`src/rtl/fanpwm_pkg.sv`:
```
package fanpwm_pkg;
  localparam int EVT_W    = 3;
  localparam int EVT_CHG  = 0;
  localparam int EVT_RISE = 2;

  typedef enum logic {
    SRC_DIRECT  = 1'b0,
    SRC_THERMAL = 1'b1
  } chg_src_e;

  typedef enum logic {
    SEL_WIDTH = 1'b0,
    SEL_CTRL  = 1'b1
  } reg_sel_e;
endpackage

```
`src/rtl/fanpwm_thermal.sv`:
```
module fanpwm_thermal #(
  parameter int N_TH    = 3,
  parameter int CODE_W  = 16,
  parameter int WW      = 8,
  parameter logic [N_TH*CODE_W-1:0] TH_CODES = {16'd43616, 16'd42309, 16'd41002},
  parameter int TH_HYST = 1307,
  parameter logic [(N_TH+1)*WW-1:0] DUTY_W = {8'd100, 8'd75, 8'd50, 8'd25}
) (
  input  logic              clk,
  input  logic              rst_n,
  input  logic              run,
  input  logic              smp_valid,
  input  logic [CODE_W-1:0] smp_code,
  output logic              rise_o,
  output logic              fall_o,
  output logic [WW-1:0]     tgt_w_o
);
  localparam int LVL_W = $clog2(N_TH + 1);
  localparam logic [CODE_W:0] HYST_X = (CODE_W+1)'(TH_HYST);

  logic [N_TH-1:0]  ge_up, ge_dn;
  logic [LVL_W-1:0] up_cnt, dn_cnt;
  logic [LVL_W-1:0] lvl_q, lvl_d;
  logic             rise_q, rise_d, fall_q, fall_d;
  logic [WW-1:0]    tgt_q, tgt_d;

  function automatic logic [WW-1:0] duty_of(input logic [LVL_W-1:0] l);
    duty_of = '0;
    for (int i = 0; i <= N_TH; i++)
      if (l == LVL_W'(i)) duty_of = DUTY_W[i*WW +: WW];
  endfunction

  for (genvar g = 0; g < N_TH; g++) begin : g_cmp
    assign ge_up[g] = smp_code >= TH_CODES[g*CODE_W +: CODE_W];
    assign ge_dn[g] = ({1'b0, smp_code} + HYST_X) >= {1'b0, TH_CODES[g*CODE_W +: CODE_W]};
  end

  always_comb begin
    up_cnt = '0;
    dn_cnt = '0;
    for (int i = 0; i < N_TH; i++) begin
      up_cnt = up_cnt + LVL_W'(ge_up[i]);
      dn_cnt = dn_cnt + LVL_W'(ge_dn[i]);
    end
  end

  always_comb begin
    lvl_d  = lvl_q;
    rise_d = 1'b0;
    fall_d = 1'b0;
    tgt_d  = tgt_q;
    if (!run) begin
      lvl_d = '0;
    end else if (smp_valid) begin
      if (up_cnt > lvl_q) begin
        lvl_d  = up_cnt;
        rise_d = 1'b1;
        tgt_d  = duty_of(up_cnt);
      end else if (dn_cnt < lvl_q) begin
        lvl_d  = dn_cnt;
        fall_d = 1'b1;
        tgt_d  = duty_of(dn_cnt);
      end
    end
  end

  always_ff @(posedge clk or negedge rst_n) begin
    if (!rst_n) begin
      lvl_q  <= '0;
      rise_q <= 1'b0;
      fall_q <= 1'b0;
      tgt_q  <= '0;
    end else begin
      lvl_q  <= lvl_d;
      rise_q <= rise_d;
      fall_q <= fall_d;
      tgt_q  <= tgt_d;
    end
  end

  assign rise_o  = rise_q;
  assign fall_o  = fall_q;
  assign tgt_w_o = tgt_q;
endmodule

```
`src/rtl/fanpwm_gen.sv`:
```
module fanpwm_gen #(
  parameter int PERIOD = 100,
  parameter int WW     = 8
) (
  input  logic             clk,
  input  logic             rst_n,
  input  logic             run,
  input  logic [WW-1:0]    act_w,
  output logic             boundary_o,
  output logic [$clog2(PERIOD)-1:0] cnt_o,
  output logic             pwm_o
);
  localparam int CNT_W = $clog2(PERIOD);
  localparam int CMP_W = (CNT_W > WW) ? CNT_W : WW;
  localparam logic [CNT_W-1:0] LAST = CNT_W'(PERIOD - 1);

  logic [CNT_W-1:0] cnt_q, cnt_d;
  logic             at_last;

  assign at_last = (cnt_q == LAST);

  always_comb begin
    cnt_d = cnt_q;
    if (!run)         cnt_d = '0;
    else if (at_last) cnt_d = '0;
    else              cnt_d = cnt_q + 1'b1;
  end

  always_ff @(posedge clk or negedge rst_n) begin
    if (!rst_n) cnt_q <= '0;
    else        cnt_q <= cnt_d;
  end

  assign boundary_o = !run || at_last;
  assign cnt_o      = cnt_q;
  assign pwm_o      = run && (CMP_W'(cnt_q) < CMP_W'(act_w));
endmodule

```
`src/rtl/fanpwm_seq.sv`:
```
module fanpwm_seq
  import fanpwm_pkg::*;
#(
  parameter int          WW         = 8,
  parameter int unsigned SETTLE_CYC = 30
) (
  input  logic             clk,
  input  logic             rst_n,
  input  logic             run,
  input  logic             sw_wr,
  input  logic [WW-1:0]    sw_w,
  input  logic             hw_rise,
  input  logic             hw_fall,
  input  logic [WW-1:0]    hw_w,
  input  logic             boundary,
  output logic [WW-1:0]    act_w_o,
  output logic [EVT_W-1:0] evt_o
);
  localparam int ST_W = $clog2(SETTLE_CYC + 1);
  localparam logic [ST_W-1:0] ST_LAST = ST_W'(SETTLE_CYC - 1);

  logic [WW-1:0]   pend_w_q, pend_w_d, act_q, act_d;
  logic            pend_v_q, pend_v_d;
  chg_src_e        pend_src_q, pend_src_d;
  logic            busy_q, busy_d;
  logic [ST_W-1:0] st_q, st_d;
  logic            chg_q, chg_d, rise_q, rise_d;
  logic            apply;

  assign apply = boundary && pend_v_q;

  always_comb begin
    pend_w_d   = pend_w_q;
    pend_v_d   = pend_v_q;
    pend_src_d = pend_src_q;
    act_d      = act_q;
    busy_d     = busy_q;
    st_d       = st_q;
    chg_d      = 1'b0;
    rise_d     = hw_rise && run;

    if (busy_q) begin
      if (st_q == ST_LAST) begin
        busy_d = 1'b0;
        chg_d  = 1'b1;
      end else begin
        st_d = st_q + 1'b1;
      end
    end

    if (apply) begin
      act_d    = pend_w_q;
      pend_v_d = 1'b0;
      if (pend_src_q == SRC_THERMAL) begin
        busy_d = 1'b1;
        st_d   = '0;
      end else begin
        chg_d = chg_d || run;
      end
    end

    if (!run) begin
      busy_d = 1'b0;
      chg_d  = 1'b0;
    end

    if (hw_rise && run) begin
      pend_w_d   = hw_w;
      pend_v_d   = 1'b1;
      pend_src_d = SRC_THERMAL;
    end else if (sw_wr) begin
      pend_w_d   = sw_w;
      pend_v_d   = 1'b1;
      pend_src_d = SRC_DIRECT;
    end else if (hw_fall && run) begin
      pend_w_d   = hw_w;
      pend_v_d   = 1'b1;
      pend_src_d = SRC_DIRECT;
    end
  end

  always_ff @(posedge clk or negedge rst_n) begin
    if (!rst_n) begin
      pend_w_q   <= '0;
      pend_v_q   <= 1'b0;
      pend_src_q <= SRC_DIRECT;
      act_q      <= '0;
      busy_q     <= 1'b0;
      st_q       <= '0;
      chg_q      <= 1'b0;
      rise_q     <= 1'b0;
    end else begin
      pend_w_q   <= pend_w_d;
      pend_v_q   <= pend_v_d;
      pend_src_q <= pend_src_d;
      act_q      <= act_d;
      busy_q     <= busy_d;
      st_q       <= st_d;
      chg_q      <= chg_d;
      rise_q     <= rise_d;
    end
  end

  assign act_w_o         = act_q;
  assign evt_o[EVT_CHG]  = chg_q;
  assign evt_o[1]        = 1'b0;
  assign evt_o[EVT_RISE] = rise_q;
endmodule

```
`src/rtl/thermal_fan_pwm.sv`:
```
module thermal_fan_pwm
  import fanpwm_pkg::*;
#(
  parameter int N_TH    = 3,
  parameter int CODE_W  = 16,
  parameter int WW      = 8,
  parameter int PERIOD  = 100,
  parameter logic [N_TH*CODE_W-1:0] TH_CODES = {16'd43616, 16'd42309, 16'd41002},
  parameter int TH_HYST = 1307,
  parameter logic [(N_TH+1)*WW-1:0] DUTY_W = {8'd100, 8'd75, 8'd50, 8'd25},
  parameter longint unsigned CLK_HZ    = 250_000_000,
  parameter longint unsigned SETTLE_MS = 5000
) (
  input  logic              clk,
  input  logic              rst_n,
  input  logic              cfg_wr_en,
  input  logic              cfg_wr_sel,
  input  logic [WW-1:0]     cfg_wr_data,
  input  logic              temp_valid,
  input  logic [CODE_W-1:0] temp_code,
  output logic              pwm_out,
  output logic [WW-1:0]     duty_width,
  output logic [WW-1:0]     pwm_period,
  output logic [2:0]        irq_evt
);
  localparam longint unsigned SETTLE_L = (CLK_HZ / 1000) * SETTLE_MS;
  localparam int unsigned SETTLE_CYC = (SETTLE_L == 0) ? 1 : 32'(SETTLE_L);
  localparam int CNT_W = $clog2(PERIOD);

  logic        rst_m, rst_s;
  logic        run_q, run_d;
  logic        sw_wr;
  logic        hw_rise, hw_fall;
  logic [WW-1:0]    hw_w;
  logic             boundary;
  logic [CNT_W-1:0] cnt_w;

  always_ff @(posedge clk or negedge rst_n) begin
    if (!rst_n) begin
      rst_m <= 1'b0;
      rst_s <= 1'b0;
    end else begin
      rst_m <= 1'b1;
      rst_s <= rst_m;
    end
  end

  assign sw_wr = cfg_wr_en && (cfg_wr_sel == SEL_WIDTH);

  always_comb begin
    run_d = run_q;
    if (cfg_wr_en && (cfg_wr_sel == SEL_CTRL)) run_d = cfg_wr_data[0];
  end

  always_ff @(posedge clk or negedge rst_s) begin
    if (!rst_s) run_q <= 1'b0;
    else        run_q <= run_d;
  end

  fanpwm_thermal #(
    .N_TH(N_TH), .CODE_W(CODE_W), .WW(WW),
    .TH_CODES(TH_CODES), .TH_HYST(TH_HYST), .DUTY_W(DUTY_W)
  ) thermal_i (
    .clk(clk), .rst_n(rst_s), .run(run_q),
    .smp_valid(temp_valid), .smp_code(temp_code),
    .rise_o(hw_rise), .fall_o(hw_fall), .tgt_w_o(hw_w)
  );

  fanpwm_seq #(.WW(WW), .SETTLE_CYC(SETTLE_CYC)) seq_i (
    .clk(clk), .rst_n(rst_s), .run(run_q),
    .sw_wr(sw_wr), .sw_w(cfg_wr_data),
    .hw_rise(hw_rise), .hw_fall(hw_fall), .hw_w(hw_w),
    .boundary(boundary), .act_w_o(duty_width), .evt_o(irq_evt)
  );

  fanpwm_gen #(.PERIOD(PERIOD), .WW(WW)) gen_i (
    .clk(clk), .rst_n(rst_s), .run(run_q), .act_w(duty_width),
    .boundary_o(boundary), .cnt_o(cnt_w), .pwm_o(pwm_out)
  );

  assign pwm_period = WW'(PERIOD);
endmodule

```
`config.mk`:
```
export PLATFORM = sky130hd
export DESIGN_NAME = thermal_fan_pwm
export DESIGN_NICKNAME = d
export VERILOG_FILES = /design/src/rtl/fanpwm_pkg.sv /design/src/rtl/fanpwm_thermal.sv /design/src/rtl/fanpwm_gen.sv /design/src/rtl/fanpwm_seq.sv /design/src/rtl/thermal_fan_pwm.sv
export SDC_FILE = /design/constraint.sdc
export NUM_CORES = 1
export LEC_CHECK = 0
export ABC_AREA = 1
export BUFFER_PORTS_ARGS = -buffer_cell sky130_fd_sc_hd__buf_4
export CAP_MARGIN = 20
export CORE_UTILIZATION = 60
export DETAILED_ROUTE_END_ITERATION = 8
export GPL_TIMING_DRIVEN = 0
export HOLD_SLACK_MARGIN = 0.1
export PLACE_DENSITY = 0.81
export SETUP_SLACK_MARGIN = 0.3
export SYNTH_ARGS = -nofsm -noshare
export SYNTH_HDL_FRONTEND = slang
export SYNTH_SLANG_ARGS = --single-unit
export TNS_END_PERCENT = 1
```
`constraint.sdc`:
```
create_clock -name clk -period 2.8 [get_ports clk]
set_input_delay 0.28 -clock clk [delete_from_list [all_inputs] [get_ports clk]]
set_output_delay 0.28 -clock clk [all_outputs]
set_load 0.05 [all_outputs]
```
; ---- After elaboration in Yosys (flattened, before gate mapping)
; Cells that the tools add are included.
[totals]
reg_bits = 74
out_inout_bits = 20
wordCells = 106
[op_classes]
n_addsub = 7
order_cmp = 9
n_eq_ne = 10
muxes = 47
n_bitwise = 1
n_reduce_logical = 16
[op_table]
columns = op, n
row1 = $mux 31, 4
row2 = $ge 17x16->1 const B, 3
row3 = $ge 16x16->1 const B, 3
row4 = $mux 7, 6
row5 = $mux 8, 5
row6 = $add 31x1->31 const B, 1
row7 = $eq 31x31->1 const B, 1
row8 = $mux 1, 24
row9 = $add 16x11->17 const B, 1
row10 = $mux 6, 2
row11 = $mux 5, 2
row12 = $eq 2x2->1 const B, 4
row13 = $lt 7x8->1, 1
row14 = $mux 2, 4
row15 = $add 7x1->7 const B, 1
row16 = $eq 7x7->1 const B, 1
row17 = $logic_and 1x1->1, 6
row18 = $add 1x1->2, 2
row19 = $add 2x1->2, 2
row20 = $eq 2x1->1 const B, 2
row21 = $logic_not 2->1, 2
row22 = $reduce_bool 4->1, 1
row23 = $ne 3x1->1 const B, 1
row24 = $reduce_and 3->1, 1
row25 = other kinds (9), 10

; ---- Longest topological paths before layout
[logic_depth]
word_depth = 11
mapped_depth = 27
depth_no_buf = 27

; ---- Hierarchy
; Synthesis repeated with hierarchy kept, for this count alone.
[unflattened]
hier_cells = 803
hier_area_um2 = 5442.7
[modules_own_cells]
columns = module, n_inst, cells_each, area_each_um2
row1 = fanpwm_seq, 1, 442, 3100.5
row2 = fanpwm_thermal, 1, 272, 1645.3
row3 = fanpwm_gen, 1, 70, 530.5
row4 = thermal_fan_pwm, 1, 19, 166.4

; ---- Least setup slack after synthesis
; OpenSTA, ideal clock, no wires.
[synth_path]
path_type = input to register
startpoint = in temp_code[0]
endpoint = reg thermal_i.tgt_q[5] (netlist: thermal_i.tgt_w_o[5])
setup_ns = 0.083
t_arrival_ns = 3.067
t_required_ns = 2.717
path_slack_ns = -0.350
path_stages = 25
n_path_buf = 0
path_cell_list = inv_1 > ha_1 > inv_1 > nand2_1 > nand2_1 > nand2_1 > nand2_1 > nand2_1 > nand2_1 > nand2_1 > nor3_1 > nand2_1 > nand2_1 > nand3_1 > fa_1 > ha_1 > o21ai_0 > nand2_1 > nand2_1 > nand2_1 > nor2_2 > inv_1 > nor2_1 > inv_1 > o21ai_0
[synth_via]
elab_chain_len = 10
word_cells_on_any_way = 29
classes_between = add/sub (5) / order compare (8) / eq/ne (6) / mux (8) / reduce/logical (2)
[synth_rtl]
columns = item, line_no
row1 = start: declaration, thermal_fan_pwm.sv:20  ; input logic [CODE_W-1:0] temp_code,
row2 = $add 16x11->17, fanpwm_thermal.sv:35  ; assign ge_dn[g] = ({1'b0, smp_code} + HYST_X) >= {1'b0, TH_CODES[g*CODE_W +: CODE_W]};
row3 = $ge 17x16->1, fanpwm_thermal.sv:35
row4 = $add 1x1->2, fanpwm_thermal.sv:43  ; dn_cnt = dn_cnt + LVL_W'(ge_dn[i]);
row5 = $add 2x1->2, fanpwm_thermal.sv:43
row6 = $eq 2x1->1, fanpwm_thermal.sv:30  ; if (l == LVL_W'(i)) duty_of = DUTY_W[i*WW +: WW];
row7 = $mux 6, fanpwm_thermal.sv:30
row8 = $mux 7 (2 in a row), fanpwm_thermal.sv:30
row9 = $mux 8, fanpwm_thermal.sv:59  ; end else if (dn_cnt < lvl_q) begin
row10 = $mux 8, fanpwm_thermal.sv:55  ; if (up_cnt > lvl_q) begin
row11 = end signal: assignment, fanpwm_thermal.sv:77  ; tgt_q <= tgt_d;
row12 = end: declaration, fanpwm_thermal.sv:25  ; logic [WW-1:0] tgt_q, tgt_d;
; Parallel ways exist; a longest one is shown, timed or not. The select of a mux whose other input is x is not followed.
; A chain may end at the register's enable or synchronous reset.

; ---- Worst setup path in the final report
[layout_path]
startpoint = in temp_code[0]
endpoint = reg thermal_i.lvl_q[0]
[layout_via]
elab_chain_len = 8
word_cells_on_any_way = 19
classes_between = add/sub (5) / order compare (8) / eq/ne (1) / mux (4) / reduce/logical (1)
[layout_rtl]
columns = item, line_no
row1 = "parallel branches: the longest is 8 deep, another holds $add 16x11->17", -
row2 = end signal: assignment, fanpwm_thermal.sv:74  ; lvl_q <= lvl_d;
row3 = end: declaration, fanpwm_thermal.sv:23  ; logic [LVL_W-1:0] lvl_q, lvl_d;
; Several ways; the timed one is not identified. The select of a mux whose other input is x is not followed.

==> impl_metrics.env <==
export IMPL_status="complete, but fails checks"
export IMPL_violations="DRC"
export IMPL_p_leak_nw=2.96
export IMPL_grt_pass1_wl_mm=21.5
export IMPL_core_mm2=0.00818
export IMPL_cp_slowest_stage_delay_ns=0.61
export IMPL_min_period_ns=2.76
export IMPL_grt_use_total_pct=31.5
export IMPL_die_w_um=93.7
export IMPL_clkLatencyLatePin_ns=0.36
export IMPL_io_buffers=38
export IMPL_syn_area_per_cell_um2=6.86
export IMPL_vias=5058
export IMPL_dieArea_mm2=0.00879
export IMPL_max_freq_ghz=0.362
export IMPL_cts_root_buf="clkbuf_8"
export IMPL_fin_util_pct=74.2
export IMPL_fin_nets=855
export IMPL_cpMostUsedCell="nand2_2"
export IMPL_start_kind="input pin"
export IMPL_yosysSeqAreaShare_pct=35.7
export IMPL_ant_nets=0
export IMPL_grt_pass1_vias=4807
export IMPL_drive_gt1_share_pct=18.3
export IMPL_worstReg2RegEnd="seq_i.st_q[9]$_DFF_PN0_"
export IMPL_start_util_pct=61.8
export IMPL_die_y_um=93.7
export IMPL_cp_end_kind="flip-flop"
export IMPL_max_vdd_ir_drop_uv=556
export IMPL_syn_instance_count=736
export IMPL_dr_pass1_iters=7
export IMPL_reg2regPathDepth=8
export IMPL_cts_tree="done"
export IMPL_hp_class="in -> reg"
export IMPL_final_max_slew_viol_count=0
export IMPL_maxSlewHeadroom_pct=41.6
export IMPL_tightest_slew_ns=0.877
export IMPL_finalSetupViolCount=0
export IMPL_startpoint="temp_code[0]"
export IMPL_syn_to_final_growth_pct=20.1
export IMPL_maxCapViolations=0
export IMPL_hold_violations=0
export IMPL_syn_area_mm2=0.00505
export IMPL_cp_data_arrival_time_ns=3.05
export IMPL_wl_mm=13.1
export IMPL_ys_async_sr_fraction_pct=100
export IMPL_critPathRequiredTime_ns=3.09
export IMPL_synth_main_ff_cell="dfrtp_1"
export IMPL_grt_antenna_before_repair=0
export IMPL_rsz0062_at_grt="true"
export IMPL_vias_per_cell=5.52
export IMPL_synth_edff_count=0
export IMPL_worstPathMaxFanout=7
export IMPL_synth_distinct_cells=44
export IMPL_dp_cells=887
export IMPL_yosysWarningCount=0
export IMPL_gp_congestion=0.932
export IMPL_row_count=33
export IMPL_clkTransAtPathRegs_ns=0.08
export IMPL_drc_errors=1
export IMPL_grt_ovfl_total=0
export IMPL_reg2reg_from="gen_i.cnt_o[0]$_DFF_PN0_"
export IMPL_grt_max_degree=71
export IMPL_dp_hpwl_mm=9.27
export IMPL_cts_sink_count=72
export IMPL_mostFrequentLayoutCells="192 x nand2_1, 85 x inv_1, 73 x nor2_1"
export IMPL_reg2reg_slack_ns=0.82
export IMPL_crit_buf_inv=7
export IMPL_ios=49
export IMPL_cts_buffer_depth=2
export IMPL_crit_path_end="thermal_i.lvl_q[0]$_DFFE_PN0P_"
export IMPL_htree_levels=3
export IMPL_critical_path_cell_chain="buf_12 -> inv_8 -> ha_4 -> inv_2 -> nand2_2 -> nand2_4 -> buf_4 -> a21oi_1 -> o21a_1 -> o221ai_2 -> fa_2 -> inv_2 -> ha_2 -> o21ai_1 -> nand2_2 -> nand2_2 -> nand2_2 -> nor2_4 -> inv_2 -> nor2_4 -> inv_1 -> o21ai_1"
export IMPL_p_per_area_mw_per_mm2=807
export IMPL_critPathKind="in -> reg"
export IMPL_cp_depth=22
export IMPL_numCtsBuffers=9
export IMPL_final_common_cell="nand2_1"
export IMPL_cpMaxStageDelayCell="fa_2"
export IMPL_cpLargestDelayFamily="adder cells"
export IMPL_yosys_register_bits=72
export IMPL_insertedDiodeCount=0
export IMPL_final_cells=917
export IMPL_skew_ns=0.0195
export IMPL_drt_iter0_markers=296
export IMPL_finalCritPeriodShare_pct=98.7
export IMPL_wl_per_cell_um=14.3
[synth_stat cells, types with 3 or more instances]
master | instances | area, µm²
nand2_1 | 207 | 777
inv_1 | 93 | 349
nor2_1 | 82 | 308
dfrtp_1 | 72 | 1800
nand3_1 | 53 | 265
o21ai_0 | 42 | 210
nor3_1 | 31 | 155
a21oi_1 | 30 | 150
ha_1 | 17 | 213
nand4_1 | 14 | 87.6
xor2_1 | 13 | 114
buf_4 | 11 | 82.6
clkbuf_1 | 6 | 22.5
xnor2_1 | 6 | 52.6
nor4_1 | 5 | 31.3
buf_2 | 4 | 20.0
nand3b_1 | 4 | 30.0
or2_2 | 4 | 25.0
and3_1 | 3 | 18.8
nor2_2 | 3 | 18.8
o211ai_1 | 3 | 22.5
o21a_1 | 3 | 22.5
[per-layer routing]
metal  GRT usage, %  routed length, µm
met4           10.6                353
met2           54.2               6440
met1           39.1               5640
met5              0                  0
met3           6.55                693
[sequential cells by signal, indices dropped and copies added (netlist names)]
signal / flops
gen_i.cnt_o: 7
seq_i.pend_src_q: 1
seq_i.rise_q: 1
seq_i.chg_q: 1
seq_i.pend_w_q: 8
thermal_i.lvl_q: 2
rst_s: 1
seq_i.pend_v_q: 1
seq_i.act_w_o: 8
run_q: 1
thermal_i.tgt_w_o: 6
seq_i.st_q: 31
rst_m: 1
seq_i.busy_q: 1
thermal_i.fall_o: 1
thermal_i.rise_o: 1
[cell families after synthesis]
logic type / share of synthesized area [%]
AOI/OAI and AO/OA: 9.94
xor gates and xnor gates: 3.30
adders and majority gates: 5.01
buffers and inverters: 9.81
DFF: 35.7
other: 0.149
and+or+nand+nor: 36.1
[power breakdown]
part           internal (mW)  total, mW  leakage [nW]  switching, mW
combinational          0.785       2.21          1.96           1.42
clock                  0.436      0.832         0.103          0.396
sequential              1.44       1.85         0.898          0.409
[per-stage QoR]
stage	instance area [µm²]	power (mW)	hold slack, ns	setup TNS (ns)	setup WS (ns)
final	6060	4.89	0.134	0	0.0355
after global routing	6060	5.27	0.140	-1.11	-0.190
after CTS	5990	4.81	0.133	0	0.227
after detailed placement	5570	3.87	0.0643	-4.66	-0.628
after global placement	5570	3.79	0.0614	-9.33	-0.503
after floorplan	5150	3.30	-0.0156	0	0.00620
[tightest hold or removal path, cell delays in order]
cell,delay (ns)
buf_4,0.07
nand2_1,0.04
nand3_1,0.07
[worst min path at each step]
stage / from / end / slack (ns) / depth (start not counted)
after global routing: cfg_wr_data[4] / seq_i.pend_w_q[4]$_DFFE_PN0P_ / 0.14 / 3
after detailed placement: rst_n / rst_m$_DFF_PN0_ / 0.06 / 1
after CTS: cfg_wr_data[6] / seq_i.pend_w_q[6]$_DFFE_PN0P_ / 0.13 / 3
after floorplan: rst_n / rst_m$_DFF_PN0_ / -0.02 / 0
after global placement: rst_n / rst_m$_DFF_PN0_ / 0.06 / 1
final: cfg_wr_data[6] / seq_i.pend_w_q[6]$_DFFE_PN0P_ / 0.13 / 3
[layout make-up]
class	instances	area, µm²
multi-input cells	555	2980
inverters	95	382
clock inverters	5	57.6
repair buffers	52	418
clock buffers	11	141
flip-flops and latches	72	1810
fillers	636	2110
well taps	105	131
plain buffers	22	145
[timing repair]
| item | CTS | global route |
|---|---|---|
| endpoints found under the setup margin | 9 | 9 |
| buffers inserted | 10 | 3 |
| gates resized for setup | 36 | 18 |
| hold buffers | 1 | 0 |
| endpoints found under the hold margin | 2 | 0 |
| pin swaps | 23 | 10 |
(Power assumes the default switching activity.)
